[config.mk]
export PLATFORM = sky130hd
export DESIGN_NAME = ram_pattern_bist
export DESIGN_NICKNAME = d
export VERILOG_FILES = /design/src/rtl/bist_pkg.sv /design/src/rtl/bist_sequencer.sv /design/src/rtl/bist_read_pipe.sv /design/src/rtl/bist_checksum.sv /design/src/rtl/ram_pattern_bist.sv
export SDC_FILE = /design/constraint.sdc
export NUM_CORES = 1
export LEC_CHECK = 0
export ABC_AREA = 1
export BUFFER_PORTS_ARGS = -buffer_cell sky130_fd_sc_hd__buf_2
export CORE_UTILIZATION = 55
export CTS_BUF_LIST = sky130_fd_sc_hd__clkbuf_4
export CTS_CLUSTER_DIAMETER = 150
export DETAILED_ROUTE_END_ITERATION = 10
export GPL_TIMING_DRIVEN = 1
export HOLD_SLACK_MARGIN = 0.15
export MAX_ROUTING_LAYER = met4
export PLACE_DENSITY = 0.77
export SYNTH_ARGS = -nofsm -noshare
export SYNTH_HDL_FRONTEND = slang
export SYNTH_SLANG_ARGS = --single-unit
export TNS_END_PERCENT = 30
[constraint.sdc]
create_clock -name clk -period 2.7 [get_ports clk]
set_input_delay 0.135 -clock clk [delete_from_list [all_inputs] [get_ports clk]]
set_output_delay 0.135 -clock clk [all_outputs]
set_load 0.05 [all_outputs]
[src/rtl/bist_pkg.sv]
// Shared types for the pattern-and-checksum RAM self-test engine.
// Assumes nothing beyond a single clock domain.
package bist_pkg;
    typedef enum logic {
        MODE_DATA = 1'b0,
        MODE_TAG  = 1'b1
    } bist_mode_e;

    typedef enum logic {
        PH_WRITE = 1'b0,
        PH_READ  = 1'b1
    } bist_phase_e;

    localparam int TAG_SWEEPS = 3;
endpackage

[src/rtl/bist_sequencer.sv]
// Address and pattern sequencer. It steps through the write/read schedule of
// the selected plan, one RAM access per cycle, and stops after the last read.
// Assumes start_ok is raised only while idle (the top module guarantees this).
module bist_sequencer
    import bist_pkg::*;
#(
    parameter int ADDR_W = 8,
    parameter int DATA_W = 32
) (
    input  logic              clk,
    input  logic              rst_n,
    input  logic              start_ok,
    input  bist_mode_e        mode_i,
    output logic              busy,
    output logic [ADDR_W-1:0] addr,
    output logic [DATA_W-1:0] wdata,
    output logic              we,
    output logic              rd_issue
);
    localparam logic [DATA_W-1:0] PAT_LO   = {(DATA_W/2){2'b01}};
    localparam logic [DATA_W-1:0] PAT_HI   = {(DATA_W/2){2'b10}};
    localparam logic [ADDR_W-1:0] MASK_LO  = PAT_LO[ADDR_W-1:0];
    localparam logic [ADDR_W-1:0] MASK_HI  = PAT_HI[ADDR_W-1:0];
    localparam logic [ADDR_W-1:0] IDX_LAST = {ADDR_W{1'b1}};
    localparam logic [1:0]        SWP_LAST = 2'(TAG_SWEEPS - 1);

    logic              busy_q;
    bist_mode_e        mode_q;
    bist_phase_e       phase_q, phase_d;
    logic [1:0]        swp_q, swp_d;
    logic [ADDR_W-1:0] idx_q, idx_d;
    logic              last_step;
    logic              use_hi;

    // Next position in the schedule for the latched plan.
    always_comb begin
        idx_d   = idx_q;
        phase_d = phase_q;
        swp_d   = swp_q;
        if (mode_q == MODE_DATA) begin
            if (phase_q == PH_WRITE) begin
                phase_d = PH_READ;
            end else begin
                phase_d = PH_WRITE;
                idx_d   = idx_q + 1'b1;
            end
        end else begin
            idx_d = idx_q + 1'b1;
            if (idx_q == IDX_LAST) begin
                if (phase_q == PH_WRITE) begin
                    phase_d = PH_READ;
                end else begin
                    phase_d = PH_WRITE;
                    swp_d   = swp_q + 1'b1;
                end
            end
        end
    end

    // Final read of the plan: the run ends after this access.
    always_comb begin
        last_step = busy_q && (phase_q == PH_READ) && (idx_q == IDX_LAST)
                    && ((mode_q == MODE_DATA) || (swp_q == SWP_LAST));
    end

    // Schedule state: load on accepted start, advance while busy.
    always_ff @(posedge clk) begin
        if (!rst_n) begin
            busy_q  <= 1'b0;
            mode_q  <= MODE_DATA;
            phase_q <= PH_WRITE;
            swp_q   <= '0;
            idx_q   <= '0;
        end else if (start_ok) begin
            busy_q  <= 1'b1;
            mode_q  <= mode_i;
            phase_q <= PH_WRITE;
            swp_q   <= '0;
            idx_q   <= '0;
        end else if (busy_q) begin
            if (last_step) begin
                busy_q <= 1'b0;
            end else begin
                idx_q   <= idx_d;
                phase_q <= phase_d;
                swp_q   <= swp_d;
            end
        end
    end

    // Pattern choice: per word in the data plan, per sweep in the tag plan.
    always_comb begin
        use_hi = (mode_q == MODE_DATA) ? idx_q[0] : swp_q[0];
    end

    // RAM-side outputs; addresses are scrambled only in the tag plan.
    always_comb begin
        if (mode_q == MODE_TAG) begin
            addr = idx_q ^ (swp_q[0] ? MASK_HI : MASK_LO);
        end else begin
            addr = idx_q;
        end
        wdata    = use_hi ? PAT_HI : PAT_LO;
        we       = busy_q && (phase_q == PH_WRITE);
        rd_issue = busy_q && (phase_q == PH_READ);
        busy     = busy_q;
    end
endmodule

[src/rtl/bist_read_pipe.sv]
// Read-return tracker. It delays the read-issue flag by the RAM latency and
// registers the returned word once before it is summed.
// Assumes ram_rdata is valid exactly RAM_LAT cycles after the read address.
module bist_read_pipe #(
    parameter int DATA_W  = 32,
    parameter int RAM_LAT = 1
) (
    input  logic              clk,
    input  logic              rst_n,
    input  logic              issue,
    input  logic [DATA_W-1:0] ram_rdata,
    output logic [DATA_W-1:0] cap_data,
    output logic              cap_valid,
    output logic              in_flight
);
    logic [RAM_LAT-1:0] lat_v;

    generate
        if (RAM_LAT == 1) begin : g_lat_one
            // Single-stage latency tracker.
            always_ff @(posedge clk) begin
                if (!rst_n) lat_v <= '0;
                else        lat_v <= issue;
            end
        end else begin : g_lat_multi
            // Shift register matching a multi-cycle RAM latency.
            always_ff @(posedge clk) begin
                if (!rst_n) lat_v <= '0;
                else        lat_v <= {lat_v[RAM_LAT-2:0], issue};
            end
        end
    endgenerate

    // Capture the returned word in the cycle it is valid.
    always_ff @(posedge clk) begin
        if (!rst_n) begin
            cap_valid <= 1'b0;
            cap_data  <= '0;
        end else begin
            cap_valid <= lat_v[RAM_LAT-1];
            if (lat_v[RAM_LAT-1]) cap_data <= ram_rdata;
        end
    end

    // Any read still travelling towards the sum.
    always_comb begin
        in_flight = (|lat_v) || cap_valid;
    end
endmodule

[src/rtl/bist_checksum.sv]
// Wrap-around accumulator for read-back words.
// Assumes clear and add_en are never high together (clear comes only while idle).
module bist_checksum #(
    parameter int DATA_W = 32
) (
    input  logic              clk,
    input  logic              rst_n,
    input  logic              clear,
    input  logic              add_en,
    input  logic [DATA_W-1:0] add_val,
    output logic [DATA_W-1:0] sum
);
    // Running sum, modulo 2**DATA_W.
    always_ff @(posedge clk) begin
        if (!rst_n)      sum <= '0;
        else if (clear)  sum <= '0;
        else if (add_en) sum <= sum + add_val;
    end
endmodule

[src/rtl/ram_pattern_bist.sv]
// Top of the RAM self-test engine. It accepts a start while idle, runs the
// chosen plan against the RAM pins, waits for the last read to reach the sum,
// then pulses done and reports pass for the single end-of-test comparison.
// Assumes the RAM has a fixed read latency of RAM_LAT cycles.
module ram_pattern_bist
    import bist_pkg::*;
#(
    parameter int ADDR_W  = 8,
    parameter int DATA_W  = 32,
    parameter int RAM_LAT = 1,
    parameter logic [DATA_W-1:0] EXP_DATA =
        DATA_W'(2 ** (ADDR_W - 1)) * {DATA_W{1'b1}},
    parameter logic [DATA_W-1:0] EXP_TAG =
        DATA_W'(2 ** ADDR_W) * ({(DATA_W/2){2'b01}} + {(DATA_W/2){2'b01}}
                                + {(DATA_W/2){2'b10}})
) (
    input  logic              clk,
    input  logic              rst_n,
    input  logic              start,
    input  logic              mode,
    output logic [ADDR_W-1:0] ram_addr,
    output logic [DATA_W-1:0] ram_wdata,
    output logic              ram_we,
    input  logic [DATA_W-1:0] ram_rdata,
    output logic              done,
    output logic              pass
);
    logic              run_q;
    bist_mode_e        mode_q;
    logic              done_q, pass_q;
    logic              start_ok, finish;
    logic              seq_busy, rd_issue;
    logic              cap_valid, in_flight;
    logic [DATA_W-1:0] cap_data, sum;
    logic [DATA_W-1:0] expected;

    // Start is honoured only when no test is running; finish once drained.
    always_comb begin
        start_ok = start && !run_q;
        finish   = run_q && !seq_busy && !in_flight;
        expected = (mode_q == MODE_TAG) ? EXP_TAG : EXP_DATA;
    end

    bist_sequencer #(
        .ADDR_W (ADDR_W),
        .DATA_W (DATA_W)
    ) u_seq (
        .clk      (clk),
        .rst_n    (rst_n),
        .start_ok (start_ok),
        .mode_i   (bist_mode_e'(mode)),
        .busy     (seq_busy),
        .addr     (ram_addr),
        .wdata    (ram_wdata),
        .we       (ram_we),
        .rd_issue (rd_issue)
    );

    bist_read_pipe #(
        .DATA_W  (DATA_W),
        .RAM_LAT (RAM_LAT)
    ) u_rdp (
        .clk       (clk),
        .rst_n     (rst_n),
        .issue     (rd_issue),
        .ram_rdata (ram_rdata),
        .cap_data  (cap_data),
        .cap_valid (cap_valid),
        .in_flight (in_flight)
    );

    bist_checksum #(
        .DATA_W (DATA_W)
    ) u_sum (
        .clk     (clk),
        .rst_n   (rst_n),
        .clear   (start_ok),
        .add_en  (cap_valid),
        .add_val (cap_data),
        .sum     (sum)
    );

    // Run flag, latched plan, done pulse and held verdict.
    always_ff @(posedge clk) begin
        if (!rst_n) begin
            run_q  <= 1'b0;
            mode_q <= MODE_DATA;
            done_q <= 1'b0;
            pass_q <= 1'b0;
        end else begin
            done_q <= finish;
            if (start_ok) begin
                run_q  <= 1'b1;
                mode_q <= bist_mode_e'(mode);
                pass_q <= 1'b0;
            end else if (finish) begin
                run_q  <= 1'b0;
                pass_q <= (sum == expected);
            end
        end
    end

    assign done = done_q;
    assign pass = pass_q;
endmodule

* After elaboration in Yosys (flattened, before gate mapping)
Index checks and enable logic that the tools add are counted.
W data, S select, Z words.
** Storage, ports and cells
- Register bits after elaboration :: 82
- Bits of input ports :: 36
- Output and inout port bits :: 43
- Logic and storage cells :: 57
** Operators by class
- Add/subtract/negate cells :: 3
- Eq/ne operators :: 4
- Mux-type cells :: 15
- Bitwise logic cells :: 5
- Reductions and logical operators :: 18
** Operators with widths (number)
- $mux W32 :: 2
- $add A32 B32 Y32 :: 1
- $eq A32 B32 Y1 :: 1
- $mux W8 :: 4
- $mux W1 :: 9
- $add A8 B1 Y8 const B :: 1
- $eq A8 B8 Y1 const B :: 1
- $xor A8 B8 Y8 :: 1
- $logic_and A1 B1 Y1 :: 7
- $reduce_and A3 Y1 :: 2
- $reduce_and A5 Y1 :: 1
- $not A1 Y1 :: 4
- $reduce_bool A2 Y1 :: 2
- $logic_not A1 Y1 :: 3
- $add A2 B1 Y2 const B :: 1
- $eq A2 B2 Y1 const B :: 1
- $logic_or A1 B1 Y1 :: 2
- $ne A2 B2 Y1 const B :: 1
- $reduce_or A2 Y1 :: 1

* Longest topological paths before layout
- Depth in word-level cells :: 6
- Mapped depth :: 14
- Mapped depth without buffers :: 14

* Hierarchy
A second synthesis with hierarchy kept.
** Second synthesis, totals
- Cells, all modules :: 1124
- Area, all modules :: 6505.0 µm²
** Modules (own cells, without submodules)
- bist_checksum :: times used 1, cells each 678, area an instance 3664.8 µm², seq. area each 640.6 µm²
- bist_read_pipe :: times used 1, cells each 210, area an instance 1370.1 µm², seq. area each 680.7 µm²
- bist_sequencer :: times used 1, cells each 159, area an instance 1093.5 µm², seq. area each 260.2 µm²
- ram_pattern_bist :: times used 1, cells each 77, area an instance 376.6 µm², seq. area each 80.1 µm²

* Worst setup path after synthesis
OpenSTA, ideal clock, no wires.
- Path kind :: reg2out
- From :: register u_seq.mode_q
- To :: output ram_wdata[11]
- Data arrival time :: 3.374 ns
- Required time :: 2.565 ns
- Slack :: -0.809 ns
- Cell stages (with the launch flop) :: 4
- Buffers on the path :: 1
- Path through :: dfxtp_1 o21ai_0 inv_1 buf_4
** On the way
- Longest elaborated chain between the ends :: 2
** RTL lines
- start: declaration :: line bist_sequencer.sv:28 : bist_mode_e mode_q;
- start signal: assignment :: line bist_sequencer.sv:76 : mode_q <= mode_i;
- $mux W1 :: line bist_sequencer.sv:93 : use_hi = (mode_q == MODE_DATA) ? idx_q[0] : swp_q[0];
- via u_seq.use_hi :: line bist_sequencer.sv:33 : logic use_hi;
- $mux W32 :: line bist_sequencer.sv:103 : wdata = use_hi ? PAT_HI : PAT_LO;
- end: declaration :: line ram_pattern_bist.sv:22 : output logic [DATA_W-1:0] ram_wdata,
The timed path passes the listed nets, and every way through them passes these cells.

==> impl_metrics.tcl <==
set metrics [dict create \
    grt_pass1_vias 5143 \
    die_y_um 105 \
    finalSetupViolCount 0 \
    cts_tree "yes" \
    synthCells 972 \
    yosysTopAreaCell "dfxtp_1" \
    diodes 0 \
    cp_top_family "buffers and inverters" \
    startpoint_type "register" \
    synth_edf_count 0 \
    h-tree-depth 3 \
    initial_core_util 0.569 \
    p_seq_frac 0.505 \
    worstPathArrival_ps 2940 \
    gp_congestion 0.984 \
    synth_nets 1042 \
    p_int_mw 1.63 \
    synth.distinct_cells 37 \
    place_hpwl_um 10800 \
    synth.cell_area_mm2 0.00587 \
    min_period_over_period 0.938 \
    fmax_ghz 0.395 \
    rows 37 \
    fin_nets 1124 \
    yosysWarnings 0 \
    critPathMaxFanout 32 \
    drc 0 \
    cts_made_buffers 9 \
    cts_setup_buffers 0 \
    grt_overflow 0 \
    dp_cells 1138 \
    cts_root_buffer "clkbuf_4" \
    synthTopCellsByCount "nand2_1, inv_1, nor2_1, dfxtp_1, a21oi_1" \
    r2r_cells 4 \
    worstMarginPinSlew_ps 1150 \
    synth.most_common_cell "nand2_1" \
    setup_slack_ps 168 \
    holdPathStages 4 \
    worstSetupPathType "reg2reg" \
    synth_top_cells_by_area "dfxtp_1, nand2_1, inv_1, nor2_1, ha_1" \
    synth-main-ff-cell "dfxtp_1" \
    postSynth.asyncResetShare 0 \
    wl_per_cell_um 12.5 \
    port_buffers 78 \
    area_growth_pct 14.0 \
    critPathBufInv 2 \
    finalWirelength_um 14900 \
    ys_ff_latch 82 \
    cts_buffer_depth 2 \
    timing.slew.headroom 0.233 \
    p_sw_mw 0.828 \
    tns_ps 0 \
    cp_slowest_cell "dfxtp_1" \
    drv_cap 0 \
    grt_pass1_wl_um 24500 \
    finClkSkew_ps 26.7 \
    grt_usage 0.291 \
    clk_latency_ps 500 \
    yosysTopAreaCellShare 0.280 \
    power.density_mw_per_mm2 368 \
    switching_share 0.337 \
    clock_power_share 0.304 \
    coreArea_mm2 0.0103 \
    ir_drop_uv 342 \
    status "complete, no violations" \
    io_pins 79 \
    cp_slowest_stage_delay_ps 780 \
    synth.avg_cell_area_um2 6.04 \
    drt_iter0_markers 362 \
    min_path_type "in2reg" \
    via_count 5814 \
    die_width_um 105 \
    clkTransAtPathRegs_ps 150 \
    cts.sinks 82 \
    preCtsSetupSlack_ps 634 \
    min_period_ps 2530 \
    cp_num_cells 4 \
    antenna_found_initial 0 \
    rsz0062_at_grt "no" \
    seq_area_frac_synth 0.280 \
    fin_cells 1195 \
    drive_gt1_frac 0.105 \
    ant_nets 0 \
    dr.pass1.iters 5 \
    combPwrFrac 0.191 \
    final_hold_viol_count 0 \
    dieArea_mm2 0.0111 \
    grt_max_degree 36 \
    critPathRequiredTime_ps 3110 \
    post_drt_via_cell_ratio 4.87 \
    crit_top_cell "nor2_1" \
    cp-end-kind "register" \
    maxSlewViolCount 0 \
    crit_chain "inv_1 -> nor2_1 -> nor2_1 -> dlygate4sd3_1" \
    p_leak_nw 3.70 \
]
## sequential cells by signal, indices dropped and copies added (netlist names), 2 cells and up
register	cells
u_rdp.cap_data	32
u_sum.sum	32
u_seq.idx_q	8
u_seq.swp_q	2
## power groups by stage
stage | sequential (mW) | clock [mW] | combinational [mW]
floorplan | 1.27 | 0 | 0.387
global placement | 1.27 | 0 | 0.423
detailed placement | 1.27 | 0 | 0.426
CTS | 1.24 | 0.768 | 0.468
global route | 1.25 | 0.806 | 0.497
finish | 1.24 | 0.749 | 0.469
## tightest hold or removal path, delay by kind of cell
kind / cells / cell delay, ps
buf+inv: 2 / 610
simple gates: 2 / 110
## final cells by class
class	instances	area [um2]
Tap cell	136	170
Fill cell	1065	3630
Multi-Input combinational cell	661	3250
Timing Repair Buffer	123	831
Clock buffer	9	67.6
Inverter	177	664
Sequential cell	82	1640
Clock inverter	7	70.1
## final timing paths
path	slack, ps	startpoint	endpoint
worst max-delay path	170	u_rdp.lat_v$_SDFF_PN0_	u_rdp.cap_data[6]$_SDFFE_PN0P_
worst min-delay path	380	ram_rdata[25]	u_rdp.cap_data[25]$_SDFFE_PN0P_
worst max register to register	170	u_rdp.lat_v$_SDFF_PN0_	u_rdp.cap_data[6]$_SDFFE_PN0P_
worst min register to register	480	pass$_SDFFE_PP0P_	pass$_SDFFE_PP0P_
## cell families (layout without fill, tap and decap cells)
kind of cell,count (synthesis),in the layout,share of synthesized area
simple gates,482,482,0.332
buf+inv,229,316,0.168
compound gates,118,118,0.106
flops,82,82,0.280
fa+ha+maj,34,34,0.0737
xor+xnor,27,27,0.0403
## cells in the final DEF, fill, tap and decap left out, types with 2 or more instances in the layout
cell type        n
nand2_1        257
inv_1          173
nor2_1         146
dfxtp_1         82
buf_2           78
a21oi_1         50
nand3_1         48
o21ai_0         43
dlygate4sd3_1   41
ha_1            33
xor2_1          24
o21ai_1         15
clkbuf_4         9
nor3_1           8
nor4_1           7
nand4_1          5
inv_2            4
buf_4            4
and2_1           3
xnor2_1          3
clkinvlp_4       3
o21ai_2          2
nor2_2           2
nand2_2          2
o21bai_1         2
## metal layers
layer | vias up | global-route usage | routed length [um]
met5 | - | - | 0
met2 | 150 | 0.452 | 6640
met3 | 19 | 0.0575 | 763
met1 | 2525 | 0.380 | 7230
met4 | 0 | 0.0915 | 263
li1 | 3120 | - | -
## metrics by stage
step | hold slack (ps) | total power [mW] | area [um2] | utilization
after floorplan | 269 | 1.65 | 5870 | -
after global placement | 357 | 1.69 | 6140 | 0.595
after detailed placement | 359 | 1.69 | 6140 | 0.595
after CTS | 351 | 2.48 | 6690 | 0.648
after global routing | 367 | 2.55 | 6690 | 0.648
final | 383 | 2.46 | 6690 | 0.648
## what timing repair did
action                                  4_1_cts  5_1_grt
endpoints found under the setup margin        0       16
endpoints found under the hold margin        37        0
hold buffers                                 41        0
resized for setup                             0        1
Note: power is estimated with default switching activity, not from simulation.
